File: src/rtl/bsw_pkg.sv
package bsw_pkg;
    localparam int DATA_W = 16;
    localparam int LANES  = 2;
    localparam int LANE_W = DATA_W / LANES;

    typedef enum logic [1:0] {
        PS_IDLE = 2'd0,
        PS_DATA = 2'd1,
        PS_DENY = 2'd2
    } port_state_e;

    typedef enum logic [1:0] {
        RQ_NONE    = 2'd0,
        RQ_WRITE   = 2'd1,
        RQ_RD_OWN  = 2'd2,
        RQ_RD_FGN  = 2'd3
    } req_kind_e;
endpackage

File: src/rtl/bsw_bank.sv
module bsw_bank
    import bsw_pkg::*;
#(
    parameter int WORD_AW = 4
) (
    input  logic                 clk,
    input  logic                 wr_en,
    input  logic [LANES-1:0]     wr_lanes,
    input  logic [WORD_AW-1:0]   wr_addr,
    input  logic [DATA_W-1:0]    wr_data,
    input  logic [WORD_AW-1:0]   rd_addr,
    output logic [DATA_W-1:0]    rd_word
);
    localparam int DEPTH = 1 << WORD_AW;

    logic [DATA_W-1:0] store [DEPTH];

    for (genvar g = 0; g < LANES; g++) begin : g_lane
        always_ff @(posedge clk) begin
            if (wr_en && wr_lanes[g]) begin
                store[wr_addr][g*LANE_W +: LANE_W] <= wr_data[g*LANE_W +: LANE_W];
            end
        end
    end

    assign rd_word = store[rd_addr];
endmodule

File: src/rtl/bsw_port.sv
module bsw_port
    import bsw_pkg::*;
#(
    parameter int NUM_BANKS = 4,
    parameter int WORD_AW   = 4,
    parameter bit IS_LEFT   = 1'b1,
    localparam int BSEL_W   = (NUM_BANKS > 1) ? $clog2(NUM_BANKS) : 1
) (
    input  logic                            clk,
    input  logic                            rst_n,
    input  logic [NUM_BANKS-1:0]            bank_to_left,
    input  logic                            en,
    input  logic                            mbx,
    input  logic                            we,
    input  logic                            oe,
    input  logic                            ube,
    input  logic                            lbe,
    input  logic [BSEL_W-1:0]               bank,
    input  logic [NUM_BANKS-1:0][DATA_W-1:0] bank_words,
    output logic                            wr_go,
    output logic [LANES-1:0]                wr_lanes,
    output logic [DATA_W-1:0]               rdata,
    output logic                            deny
);
    logic [NUM_BANKS-1:0] own_vec;
    logic                 owned;
    logic                 access;
    logic [LANES-1:0]     lane_en;
    logic [DATA_W-1:0]    gated_word;
    req_kind_e            kind;
    port_state_e          state_q, state_d;
    logic [DATA_W-1:0]    data_q, data_d;

    assign own_vec  = IS_LEFT ? bank_to_left : ~bank_to_left;
    assign owned    = own_vec[bank];
    assign access   = en && !mbx;
    assign lane_en  = {ube, lbe};
    assign wr_go    = (kind == RQ_WRITE);
    assign wr_lanes = lane_en;

    for (genvar g = 0; g < LANES; g++) begin : g_gate
        assign gated_word[g*LANE_W +: LANE_W] =
            (oe && lane_en[g]) ? bank_words[bank][g*LANE_W +: LANE_W] : '0;
    end

    always_comb begin
        if (!access)        kind = RQ_NONE;
        else if (we)        kind = owned ? RQ_WRITE : RQ_NONE;
        else if (owned)     kind = RQ_RD_OWN;
        else                kind = RQ_RD_FGN;
    end

    always_comb begin
        state_d = PS_IDLE;
        data_d  = '0;
        unique case (kind)
            RQ_NONE:   state_d = PS_IDLE;
            RQ_WRITE:  state_d = PS_IDLE;
            RQ_RD_OWN: begin
                state_d = PS_DATA;
                data_d  = gated_word;
            end
            RQ_RD_FGN: state_d = PS_DENY;
            default:   state_d = PS_IDLE;
        endcase
    end

    always_ff @(posedge clk) begin
        if (!rst_n) begin
            state_q <= PS_IDLE;
            data_q  <= '0;
        end else begin
            state_q <= state_d;
            data_q  <= data_d;
        end
    end

    always_comb begin
        rdata = '0;
        deny  = 1'b0;
        unique case (state_q)
            PS_IDLE: ;
            PS_DATA: rdata = data_q;
            PS_DENY: deny  = 1'b1;
            default: ;
        endcase
    end
endmodule

File: src/rtl/bsw_router.sv
module bsw_router
    import bsw_pkg::*;
#(
    parameter int NUM_BANKS = 4,
    parameter int WORD_AW   = 4,
    localparam int BSEL_W   = (NUM_BANKS > 1) ? $clog2(NUM_BANKS) : 1
) (
    input  logic                 clk,
    input  logic                 rst_n,
    input  logic [NUM_BANKS-1:0] bank_to_left,
    input  logic                 l_en,
    input  logic                 l_mbx,
    input  logic                 l_we,
    input  logic                 l_oe,
    input  logic                 l_ube,
    input  logic                 l_lbe,
    input  logic [BSEL_W-1:0]    l_bank,
    input  logic [WORD_AW-1:0]   l_addr,
    input  logic [15:0]          l_wdata,
    output logic [15:0]          l_rdata,
    output logic                 l_deny,
    input  logic                 r_en,
    input  logic                 r_mbx,
    input  logic                 r_we,
    input  logic                 r_oe,
    input  logic                 r_ube,
    input  logic                 r_lbe,
    input  logic [BSEL_W-1:0]    r_bank,
    input  logic [WORD_AW-1:0]   r_addr,
    input  logic [15:0]          r_wdata,
    output logic [15:0]          r_rdata,
    output logic                 r_deny
);
    logic [NUM_BANKS-1:0][DATA_W-1:0] bank_words;
    logic                             l_wr_go, r_wr_go;
    logic [LANES-1:0]                 l_lanes, r_lanes;

    bsw_port #(.NUM_BANKS(NUM_BANKS), .WORD_AW(WORD_AW), .IS_LEFT(1'b1)) u_lport (
        .clk(clk), .rst_n(rst_n), .bank_to_left(bank_to_left),
        .en(l_en), .mbx(l_mbx), .we(l_we), .oe(l_oe), .ube(l_ube), .lbe(l_lbe),
        .bank(l_bank), .bank_words(bank_words),
        .wr_go(l_wr_go), .wr_lanes(l_lanes), .rdata(l_rdata), .deny(l_deny)
    );

    bsw_port #(.NUM_BANKS(NUM_BANKS), .WORD_AW(WORD_AW), .IS_LEFT(1'b0)) u_rport (
        .clk(clk), .rst_n(rst_n), .bank_to_left(bank_to_left),
        .en(r_en), .mbx(r_mbx), .we(r_we), .oe(r_oe), .ube(r_ube), .lbe(r_lbe),
        .bank(r_bank), .bank_words(bank_words),
        .wr_go(r_wr_go), .wr_lanes(r_lanes), .rdata(r_rdata), .deny(r_deny)
    );

    for (genvar b = 0; b < NUM_BANKS; b++) begin : g_bank
        logic               left_owns;
        logic               wen;
        logic [LANES-1:0]   lanes;
        logic [WORD_AW-1:0] waddr;
        logic [WORD_AW-1:0] raddr;
        logic [DATA_W-1:0]  wdata;

        assign left_owns = bank_to_left[b];
        assign wen   = left_owns ? (l_wr_go && (l_bank == BSEL_W'(b)))
                                 : (r_wr_go && (r_bank == BSEL_W'(b)));
        assign lanes = left_owns ? l_lanes : r_lanes;
        assign waddr = left_owns ? l_addr  : r_addr;
        assign raddr = left_owns ? l_addr  : r_addr;
        assign wdata = left_owns ? l_wdata : r_wdata;

        bsw_bank #(.WORD_AW(WORD_AW)) u_bank (
            .clk(clk), .wr_en(wen), .wr_lanes(lanes), .wr_addr(waddr),
            .wr_data(wdata), .rd_addr(raddr), .rd_word(bank_words[b])
        );
    end
endmodule

File: config.mk
export PLATFORM = sky130hd
export DESIGN_NAME = bsw_router
export DESIGN_NICKNAME = d
export VERILOG_FILES = /design/src/rtl/bsw_pkg.sv /design/src/rtl/bsw_bank.sv /design/src/rtl/bsw_port.sv /design/src/rtl/bsw_router.sv
export SDC_FILE = /design/constraint.sdc
export NUM_CORES = 1
export LEC_CHECK = 0
export CAP_MARGIN = 5
export CELL_PAD_IN_SITES_DETAIL_PLACEMENT = 1
export CELL_PAD_IN_SITES_GLOBAL_PLACEMENT = 2
export CORE_MARGIN = 1
export CORE_UTILIZATION = 25
export DETAILED_ROUTE_END_ITERATION = 12
export PLACE_DENSITY_LB_ADDON = 0.1
export SLEW_MARGIN = 30
export SYNTH_ARGS = -nofsm -noshare
export SYNTH_HDL_FRONTEND = slang
export SYNTH_SLANG_ARGS = --single-unit
File: constraint.sdc
create_clock -name clk -period 2.7 [get_ports clk]
set_input_delay 0.27 -clock clk [delete_from_list [all_inputs] [get_ports clk]]
set_output_delay 0.27 -clock clk [all_outputs]
set_load 0.02 [all_outputs]
Word-level counts from Yosys, hierarchy flattened. Memories as Yosys holds them, arrays and structs flattened. Index checks and enable logic that the tools add are counted.

Register bits after elaboration: 36. Bits in writable memories: 1024. Input bits: 62. Output and inout bits: 34. Logic and storage cells: 117. Memories: 4.

Memory list: g_bank[0].u_bank.store (depth 16, bits a word 16, read ports 1, clocked after Yosys merged registers in 0, wr ports 1, line bsw_bank.sv:16) `logic [DATA_W-1:0] store [DEPTH];`; g_bank[1].u_bank.store (depth 16, bits a word 16, read ports 1, clocked after Yosys merged registers in 0, wr ports 1, line bsw_bank.sv:16); g_bank[2].u_bank.store (depth 16, bits a word 16, read ports 1, clocked after Yosys merged registers in 0, wr ports 1, line bsw_bank.sv:16); g_bank[3].u_bank.store (depth 16, bits a word 16, read ports 1, clocked after Yosys merged registers in 0, wr ports 1, line bsw_bank.sv:16).

Order comparisons: 2. Equal/unequal tests: 16. Mux-type cells: 54. Bitwise gates (word level): 1. Reduce and logical (&&, ||, !) cells: 34.

Operator list (number): $mux 16 (8); $bmux 16 s2 (2); $mux 1 (28); $logic_and 1x1->1 (22); $eq 2x2->1 const B (10); $mux 2 (8); $mux 4 (4); $eq 2x1->1 const B (6); $pmux 2 s3 (2); $reduce_and 3->1 (4); $logic_not 2->1 (4); $lt 2x3->1 const B (2); $bmux 1 s2 (2); $not 4->4 (1); $reduce_or 2->1 (2); $logic_not 1->1 (2).

Depth between registers and ports, before layout. Gate-level depths: netlist of run 1.

Word-level depth: 12. Gate-level depth with buffers: 9. Depth with buffers taken out: 5.

Modules after synthesis. Synthesis of run 1 repeated with hierarchy kept, for this count alone.

Cells, all modules: 2067. Area total of the unflattened synthesis: 43116.4 um^2.

By module, submodules not included: bsw_bank (times used 4, cells an instance 446, area each 9909.5 um^2, sequential area each 7687.4 um^2); bsw_port at u_rport (times used 1, cells an instance 87, area each 1208.7 um^2, sequential area each 360.3 um^2); bsw_router (times used 1, cells an instance 112, area each 1139.8 um^2, sequential area each 0.0 um^2); bsw_port at u_lport (times used 1, cells an instance 84, area each 1129.8 um^2, sequential area each 360.3 um^2).

Worst setup path before layout of run 1. Ideal clock, no wire load.

Path kind: input -> register. Start point: in bank_to_left[0]. End point: mem g_bank[3].u_bank.store[11][10] (enable). Data arrival time: 2288 ps. Required time: 2330 ps. Slack: 42 ps. Stages: 7. Path buffers: 2. Path through: clkbuf_2 -> buf_6 -> mux4_2 -> or3b_2 -> a21oi_1 -> nand2_1 -> nor2_1.

Word-level cells in the longest chain between the ends: 12. Elaborated cells on any way between the ends: 21. Those cells by class: eq/ne: 2; mux: 15; bitwise: 1; reduce/logical: 3.

RTL lines: start, declared (line bsw_router.sv:10) `input logic [NUM_BANKS-1:0] bank_to_left,`; $not 4->4 (line bsw_port.sv:34) `assign own_vec = IS_LEFT ? bank_to_left : ~bank_to_left;`; $bmux 1 s2 (line bsw_port.sv:35) `assign owned = own_vec[bank];`; $mux 1 (implied by the code) (line bsw_port.sv:35); $mux 1 (on tied branches) (line bsw_port.sv:49, bsw_port.sv:48); $mux 2 (line bsw_port.sv:48) `else if (we) kind = owned ? RQ_WRITE : RQ_NONE;`; $mux 2 (line bsw_port.sv:47) `if (!access) kind = RQ_NONE;`; $eq 2x1->1 (line bsw_port.sv:38) `assign wr_go = (kind == RQ_WRITE);`; $logic_and 1x1->1 (line bsw_router.sv:62) `: (r_wr_go && (r_bank == BSEL_W'(b)));`; $mux 1 (*) (line bsw_router.sv:61) `assign wen = left_owns ? (l_wr_go && (l_bank == BSEL_W'(b)))`; $logic_and 1x1->1 (*) (line bsw_bank.sv:20) `if (wr_en && wr_lanes[g]) begin`; $mux 1 (*) (line bsw_bank.sv:20); $mux 1 (implied by the code) (*) (line bsw_bank.sv:21) `store[wr_addr][g*LANE_W +: LANE_W] <= wr_data[g*LANE_W +: LANE_W];`; end, declared (line bsw_bank.sv:16).

Every way passes the cells marked *; elsewhere a longest branch is shown, timed or not. The select of a mux whose other input is x is not followed.

Worst setup path in the final report of run 1.
Start point: in r_addr[0]. End point: reg u_rport.data_q[7].

Word-level cells in the longest chain between the ends: 4. Elaborated cells on any way between the ends: 10. Those cells by class: mux: 6; memory: 4.

RTL lines: start, declared (line bsw_router.sv:29) `input logic [WORD_AW-1:0] r_addr,`; $mux 4 (line bsw_router.sv:65) `assign raddr = left_owns ? l_addr : r_addr;`; $mem_v2 16x16; $bmux 16 s2 (*) (line bsw_port.sv:43) `(oe && lane_en[g]) ? bank_words[bank][g*LANE_W +: LANE_W] : '0;`; $mux 16 (implied by the code) (*) (line bsw_port.sv:43); end signal, assigned (line bsw_port.sv:74) `data_q <= data_d;`; end, declared (line bsw_port.sv:32) `logic [DATA_W-1:0] data_q, data_d;`.

Marks and branches as above. A chain may end at the register's enable or synchronous reset.

==> results.json, run 1 <==
{
  "outcome": "finished, final reports clean",
  "min_path_type": "in2reg",
  "yosysMostFrequentCell": "edfxtp_1",
  "die-area_um2": 187000,
  "grt_usage": 0.202,
  "seq_area_um2": 31500,
  "irDropWorstVdd_v": 0.000522,
  "synth_nets": 3085,
  "path_cells": "buf_6 -> buf_4 -> mux2_2 -> buf_12 -> buf_4 -> mux4_2 -> a22o_1 -> o31ai_1 -> a41oi_1",
  "synth.top_cells.by_count": "1,024 x edfxtp_1, 256 x a41oi_1, 219 x o21ai_0",
  "vias": 31400,
  "hold_ws_ns": 0.226,
  "preCtsSetupSlack_ns": -1.15,
  "core_um2": 183000,
  "hold_violations": 0,
  "wl_um": 191000,
  "arrival_ns": 3.24,
  "wire_per_inst_um": 31.4,
  "multiInputGateArea_um2": 14100,
  "cts.sinks": 1060,
  "worstPathMaxFanout": 13,
  "grt_max_degree": 72,
  "cts_htree_levels": 3,
  "rsz0062_at_grt": "false",
  "yosys.area.top_type_share": 0.664,
  "setup_viol": 0,
  "fin_ws_ns": 0.00547,
  "area_growth_pct": 26.2,
  "grt_antenna_before_repair": 14,
  "gp_congestion": 0.878,
  "crit_required_ns": 3.25,
  "startpoint_type": "primary input",
  "ant_nets": 0,
  "postSynthCellCount": 3023,
  "ys_seq_elements": 1060,
  "slowest_delay_ns": 0.63,
  "p_total_mw": 39.4,
  "clockRootBuffer": "clkbuf_16",
  "yosysTopAreaCell": "edfxtp_1",
  "dpl.hpwl_um": 142000,
  "yosysWarningCount": 0,
  "power_density_nw_per_um2": 674,
  "drtPass1Iterations": 5,
  "path_class": "in2reg",
  "grt_overflow": 0,
  "io_pins": 96,
  "nets": 3571,
  "cts_buffers": 121,
  "fin_crit_ns": 2.69,
  "ys_seq_area_frac": 0.679,
  "cp_slowest_cell": "o31ai_1",
  "critPathCaptureType": "register",
  "period_share": 0.998,
  "start_util": 0.252,
  "rows": 157,
  "slew_violations": 0,
  "fmax_mhz": 371,
  "synth-main-ff-cell": "edfxtp_1",
  "final_layout_size_suffix_gt1_frac": 0.257,
  "fillers": 19200,
  "cts_tree": "done",
  "yosysUniqueCellTypes": 41,
  "final_util": 0.319,
  "clkLatencyLatePin_ns": 0.78,
  "relSlewSlack": 0.383,
  "synth_area_per_cell_um2": 15.3,
  "maxCapViolCount": 0,
  "die_h_um": 432,
  "drc": 0,
  "path_clk_slew_ns": 0.06,
  "syn_area_um2": 46300,
  "via_per_inst": 5.16,
  "clockBufferDepth": 3,
  "drt_iter0_drc": 2513,
  "async_reset_ff_frac": 0,
  "synth_edf_count": 1024,
  "die_w_um": 432,
  "fin_skew_ns": 0.0368,
  "leakagePower_nw": 19.0,
  "port_buffers": 95,
  "worst_pin_slew_ns": 0.914,
  "cp_common_cell": "buf_4",
  "grt_pass1_vias": 32600,
  "synthTopCellsByArea": "edfxtp_1 66%, a41oi_1 4.8%, mux2i_1 3.8%",
  "grt_first_pass_wirelength_um": 266000
}
final cells by class:
class,count,area share
antenna,13,0.000556
clock buffer,140,0.0530
clock inverter,91,0.0188
multi-input combinational,1683,0.241
sequential,1060,0.538
tap,2464,0.0527
timing repair buffer,643,0.0962
placed cells by master, fill, tap and decap left out, types with 80 or more instances in the layout:
cell,count
a31oi_1,112
mux2i_1,173
nor2_1,148
a41oi_1,256
edfxtp_1,1024
nor4b_1,112
o22ai_1,80
o21ai_0,219
clkbuf_16,121
and4b_1,112
buf_4,503
worst max-delay path, delay by kind of cell:
kind	cells	cell delay (ns)
AO/OA/AOI/OAI	3	1.27
multiplexers	2	0.83
buffers and inverters	4	0.84
where the power goes:
group          switching (mW)  internal [mW]
Sequential             0.0101           18.2
Combinational            2.54           1.27
Clock                    7.13           10.3
Total                    9.68           29.7
what timing repair did:
| item | CTS | global route |
|---|---|---|
| resized for setup | 29 | 31 |
| buffers inserted | 0 | 0 |
| setup endpoints to repair | 27 | 20 |
| hold buffers | 0 | 0 |
stage by stage:
| step | instance area (um2) | TNS, ns | std cells |
|---|---|---|---|
| finish | 58500 | 0 | 6094 |
| global route | 58500 | 0 | 6091 |
| CTS | 58200 | 0 | 6081 |
| detailed placement | 54000 | -512.86 | 5850 |
| global placement | 53900 | -528.85 | 5847 |
| floorplan | 46300 | 0 | 3023 |
metal layers:
| layer | up-vias | part of all wire | global-route usage |
|---|---|---|---|
| met3 | 240 | 0.038 | 0.0252 |
| met1 | 16700 | 0.44 | 0.265 |
| li1 | 13800 | - | - |
| met4 | 8 | 0.038 | 0.0787 |
| met2 | 700 | 0.49 | 0.340 |
| met5 | - | 0.00026 | 0 |
final timing paths:
kind	start	endpoint	slack, ns	depth (start not counted)
setup reg to reg	g_bank[3].u_bank.store[7][4]$_DFFE_PP_	u_lport.data_q[4]$_SDFF_PN0_	0.12	6
hold reg to reg	g_bank[2].u_bank.store[9][8]$_DFFE_PP_	u_rport.data_q[8]$_SDFF_PN0_	0.92	4
hold / removal	l_mbx	u_lport.state_q[1]$_SDFF_PN0_	0.23	3
setup / recovery	r_addr[0]	u_rport.data_q[7]$_SDFF_PN0_	0.005	9
flip-flops by register name, indices dropped and copies added, names as in the netlist:
name                 count
g_bank.u_bank.store   1024
u_lport.data_q          16
u_lport.state_q          2
u_rport.data_q          16
u_rport.state_q          2
kinds of logic (layout without fill, tap and decap cells):
logic type,after synthesis,after routing,synth area share
buffers and inverters,280,874,0.0263
multiplexers,317,317,0.0893
AND/OR/NAND/NOR,503,503,0.0741
AO/OA/AOI/OAI,863,863,0.131
flip-flops,1060,1060,0.679
other,0,13,0
Note: power is estimated with default switching activity, not from simulation.
==> run 2: changes to the inputs <==
Clock period 2.7 ns to 3 ns, I/O delays scaled along.
==> run 2 against run 1 <==
Register-to-register slack better by 0.29 ns; flip-flop and latch count unchanged; first-iteration DRC count decreased by 3.8%; largest power group unchanged; worst setup slack better by 0.055 ns; highest routed layer unchanged; die area stayed put.
==> results.json, run 2 (synthesis results as in run 1) <==
{
  "p_sw_frac": 0.246,
  "cts.sinks": 1060,
  "comb_power_share": 0.098,
  "path_cells": "clkdlybuf4s50_1 -> buf_12 -> buf_4 -> and3b_1 -> o21ai_1 -> buf_12 -> o22ai_1 -> o41ai_1 -> buf_4 -> a41oi_1 -> buf_4",
  "layout_common_cells": "1,024 x edfxtp_1, 460 x buf_4, 256 x a41oi_1, 219 x o21ai_0, 173 x mux2i_1",
  "outcome": "finished, final reports clean",
  "fmax_mhz": 340,
  "grt_antenna_before_repair": 8,
  "crit_required_ns": 3.64,
  "clockRootBuffer": "clkbuf_16",
  "clkLatencyLatePin_ns": 0.77,
  "start_util": 0.252,
  "hold_violations": 0,
  "top_regs": "g_bank.u_bank.store: 1024 flops, u_lport.data_q: 16 flops, u_rport.data_q: 16 flops",
  "final_util": 0.314,
  "fillers": 19100,
  "slew_violations": 0,
  "r2r_slack_ns": 0.41,
  "cp_num_buf_inv": 6,
  "irDropWorstVdd_v": 0.000454,
  "p_sw_mw": 8.41,
  "fin_skew_ns": 0.0371,
  "drt_iter0_drc": 2418,
  "grt_first_pass_wirelength_um": 267000,
  "clockPowerShare": 0.423,
  "design_area_um2": 57600,
  "rsz0062_at_grt": "false",
  "tns_ns": 0,
  "die_h_um": 432,
  "largest-register": "g_bank.u_bank.store",
  "final_layout_size_suffix_gt1_frac": 0.237,
  "ant_nets": 0,
  "grt_max_degree": 69,
  "port_buffers": 95,
  "path_class": "in2reg",
  "place_area_um2": 53700,
  "drc": 0,
  "period_share": 0.980,
  "gp_congestion": 0.906,
  "area_growth_pct": 24.3,
  "clockBufferDepth": 3,
  "dpl.hpwl_um": 142000,
  "grt_overflow": 0,
  "cts_htree_levels": 3,
  "vias": 31400,
  "startpoint_type": "primary input",
  "maxCapViolCount": 0,
  "relSlewSlack": 0.345,
  "critPathCaptureType": "register",
  "drtPass1Iterations": 5,
  "wire_per_inst_um": 31.9,
  "arrival_ns": 3.58,
  "io_pins": 96,
  "final_common_cell": "edfxtp_1",
  "leakagePower_nw": 18.5,
  "p_int_mw": 25.8,
  "cts_buffers": 120,
  "nets": 3526,
  "rows": 157,
  "critPathTopFamily": "compound AO/OA/AOI/OAI gates",
  "core_um2": 183000,
  "fin_crit_ns": 2.94,
  "worstPathMaxFanout": 16,
  "grt_usage": 0.204,
  "setup_viol": 0,
  "grt_pass1_vias": 32600,
  "die_w_um": 432,
  "p_seq_frac": 0.479,
  "worst_pin_slew_ns": 0.975,
  "power_density_nw_per_um2": 594,
  "via_per_inst": 5.20,
  "cp_slowest_cell": "o41ai_1",
  "slowest_delay_ns": 0.88,
  "path_clk_slew_ns": 0.06,
  "wl_um": 192000,
  "cp_common_cell": "buf_4",
  "die-area_um2": 187000,
  "largest_reg_flops": 1024,
  "cts_tree": "done",
  "min_path_type": "in2reg",
  "ctsHoldBuffers": 0
}
[run 2: cell types whose count changed in the layout (fill, tap and decap cells not counted), sizes merged]
cell / previous run / this run
buf: 556 / 512
clkdlybuf4s50: 68 / 87
clkinv: 54 / 64
bufinv: 21 / 11
clkbuf: 140 / 142
clkinvlp: 9 / 1
inv: 7 / 1
dlygate4sd2: 19 / 0
diode: 13 / 10
[run 2: final timing paths]
kind	cells past startpoint	end	startpoint
worst max register to register	5	u_lport.data_q[2]$_SDFF_PN0_	g_bank[2].u_bank.store[7][2]$_DFFE_PP_
worst min-delay path	3	u_lport.state_q[1]$_SDFF_PN0_	l_we
worst min register to register	4	u_lport.data_q[6]$_SDFF_PN0_	g_bank[3].u_bank.store[1][6]$_DFFE_PP_
worst max-delay path	11	u_lport.data_q[15]$_SDFF_PN0_	l_addr[2]
[run 2: metrics by stage]
step	setup WS (ns)	hold slack [ns]	total power, mW	std cells
after CTS	0.0582	0.199	34.7	6025
after detailed placement	-0.857	0.936	20.1	5806
final	0.0602	0.272	34.2	6035
after floorplan	0.312	0.502	18.2	3023
after global placement	-0.876	0.943	20.0	5806
after global routing	0.0429	0.257	35.3	6033
[run 2: cell type report]
cell class	instances	area [um2]	area share
antenna	10	25.0	0.000435
clock buffer	142	3110	0.0540
clock inverter	77	748	0.0130
multi-input combinational	1683	13800	0.240
sequential	1060	31500	0.547
tap	2464	3080	0.0536
timing repair buffer	599	5320	0.0925
[run 2: worst min-delay path, delay by kind of cell]
| kind | cells | cell delay, ns |
|---|---|---|
| buffers and inverters | 1 | 0.48 |
| AND/OR/NAND/NOR | 2 | 0.20 |
[run 2: timing repair]
item	in CTS	in global routing
gates resized for setup	1	0
buffers inserted	0	0
endpoints found under the setup margin	1	0
[run 2: power groups by stage]
stage	clock [mW]	sequential [mW]	combinational (mW)
4_1_cts	14.9	16.4	3.38
3_5_place_dp	0	16.7	3.37
3_3_place_gp	0	16.7	3.32
2_1_floorplan	0	16.7	1.50
6_report	14.5	16.4	3.34
5_1_grt	15.4	16.4	3.49
[run 2: routing by layer]
| metal | share of wire | GRT usage | up-vias |
|---|---|---|---|
| met5 | 0.000068 | 0 | - |
| met4 | 0.044 | 0.0884 | 2 |
| met3 | 0.035 | 0.0217 | 242 |
| met2 | 0.48 | 0.337 | 773 |
| met1 | 0.44 | 0.269 | 16700 |
| li1 | - | - | 13600 |
==> run 3: changes to the inputs <==
Settings changed: CORE_ASPECT_RATIO set to 0.6, CTS_CLUSTER_DIAMETER set to 120.
==> run 3 against run 2 <==
Cell count shrank 0.23%; flip-flop and latch count is the same; final area shrank 0.44%; register-to-register slack is essentially flat; combinational power grew 3%; die area is essentially flat; clock power is essentially flat; largest cell class unchanged.
==> results.json, run 3 (synthesis results as in run 1) <==
{
  "fin_crit_ns": 2.89,
  "io_pins": 96,
  "start_util": 0.254,
  "drc": 0,
  "rows": 121,
  "cts_htree_levels": 3,
  "port_buffers": 95,
  "r2r_slack_ns": 0.42,
  "grt_usage": 0.210,
  "via_per_inst": 5.36,
  "dpl.hpwl_um": 147000,
  "irDropWorstVdd_v": 0.000394,
  "core_um2": 183000,
  "final_common_cell": "edfxtp_1",
  "outcome": "finished, final reports clean",
  "setup_viol": 0,
  "period_share": 0.962,
  "crit_required_ns": 2.70,
  "rsz0062_at_grt": "false",
  "seq_area_um2": 31500,
  "wl_met1_um": 103000,
  "grt_antenna_before_repair": 8,
  "postCtsSetupBuffers": 0,
  "rr_startpoint": "g_bank[1].u_bank.store[6][0]$_DFFE_PP_",
  "final_layout_size_suffix_gt1_frac": 0.236,
  "leakagePower_nw": 18.4,
  "hold_violations": 0,
  "cts_tree": "done",
  "cts-resized-gates": 1,
  "design_area_um2": 57300,
  "die-area_um2": 187000,
  "clockBufferDepth": 3,
  "met2_length_um": 80400,
  "clockRootBuffer": "clkbuf_16",
  "maxCapViolCount": 0,
  "min_path_type": "in2reg",
  "die_w_um": 558,
  "hold_path_depth": 3,
  "critPathCaptureType": "primary output",
  "startpoint_type": "register",
  "nets": 3521,
  "ant_nets": 0,
  "worstPathMaxFanout": 10,
  "area_growth_pct": 23.7,
  "cp_slowest_cell": "clkdlybuf4s50_1",
  "path_clk_slew_ns": 0.06,
  "preCtsSetupSlack_ns": -0.584,
  "slowest_delay_ns": 0.71,
  "path_class": "reg2out",
  "wire_per_inst_um": 33.1,
  "cts_buffers": 109,
  "clkLatencyLatePin_ns": 0.73,
  "die_h_um": 335,
  "wl_met3_um": 11600,
  "gp_congestion": 0.874,
  "relSlewSlack": 0.299,
  "fmax_mhz": 346,
  "fin_skew_ns": 0.0245,
  "vias": 32300,
  "grt_max_degree": 126,
  "slew_violations": 0,
  "crit_path_start": "u_rport.state_q[0]$_SDFF_PN0_",
  "multiInputGateArea_um2": 13700,
  "cp_num_buf_inv": 1,
  "worstHoldEndpoint": "u_lport.state_q[1]$_SDFF_PN0_",
  "place_area_um2": 53600,
  "largest_reg_flops": 1024,
  "largest-register": "g_bank.u_bank.store",
  "arrival_ns": 2.59,
  "fillers": 18900,
  "hold_path.startpoint": "l_we",
  "hold_ws_ns": 0.319,
  "drt_iter0_drc": 3891,
  "timing.rr.end": "u_lport.data_q[0]$_SDFF_PN0_",
  "drtPass1Iterations": 6,
  "cts.sinks": 1060,
  "critPathTopFamily": "simple AND/OR/NAND/NOR gates",
  "grt_pass1_vias": 31800,
  "grt_first_pass_wirelength_um": 272000,
  "worst_pin_slew_ns": 1.04,
  "top_regs": "g_bank.u_bank.store: 1024 flops, u_lport.data_q: 16 flops, u_rport.data_q: 16 flops",
  "top_layer": "met4",
  "path_cells": "nor2b_4 -> and2_1 -> clkdlybuf4s50_1",
  "power_density_nw_per_um2": 595,
  "layout_common_cells": "1,024 x edfxtp_1, 471 x buf_4, 256 x a41oi_1, 219 x o21ai_0, 173 x mux2i_1",
  "ctsHoldBuffers": 0,
  "reg2reg_depth": 5,
  "wl_um": 199000,
  "grt_overflow": 0,
  "fin_ws_ns": 0.113
}
-- run 3: cell types whose count changed in the layout (fill, tap and decap cells not counted), sizes merged --
cell and change:
clkinv -21, diode -3, clkbuf -7, inv +2, buf +6, bufinv +4, clkinvlp +9
-- run 3: cell type report --
type	instances	share of cell area
sequential	1060	0.549
tap	2460	0.0537
timing repair buffer	605	0.0924
multi-input combinational	1683	0.240
antenna	7	0.000306
clock buffer	135	0.0511
clock inverter	71	0.0134
-- run 3: layer usage --
metal  track usage  up-vias
li1              -    13600
met1         0.336    17300
met2         0.292     1111
met3        0.0326      189
met4        0.0422        0
met5             0        -
-- run 3: worst max-delay path by stage --
stage	end	cells after the start	slack (ns)
finish	r_rdata[10]	3	0.11
global route	l_rdata[8]	4	0.04
CTS	r_rdata[8]	3	0.07
detailed placement	u_rport.data_q[7]$_SDFF_PN0_	8	-0.58
global placement	u_rport.data_q[7]$_SDFF_PN0_	8	-0.56
floorplan	g_bank[3].u_bank.store[11][10]$_DFFE_PP_	7	0.31
-- run 3: per-stage QoR --
stage / TNS (ns) / std cells / total power [mW] / utilization
after global placement: -189.58 / 5808 / 20.1 / 0.293
after CTS: 0 / 6014 / 34.5 / 0.314
after global routing: 0 / 6014 / 35.1 / 0.314
after floorplan: 0 / 3023 / 18.2 / -
final: 0 / 6021 / 34.1 / 0.314
after detailed placement: -193.60 / 5808 / 20.1 / 0.293
-- run 3: where the power goes --
group	switching (mW)	internal (mW)	total (mW)
Sequential	0.00915	16.4	16.4
Clock	6.11	8.22	14.3
Combinational	2.35	1.08	3.43
Total	8.47	25.7	34.1
-- run 3: worst reg2reg max path, stage by stage, from the launching register on --
cell	delay, ns
edfxtp_1	0.41
mux4_1	0.53
a22o_1	0.28
o31ai_1	0.78
buf_4	0.29
a41oi_1	0.14
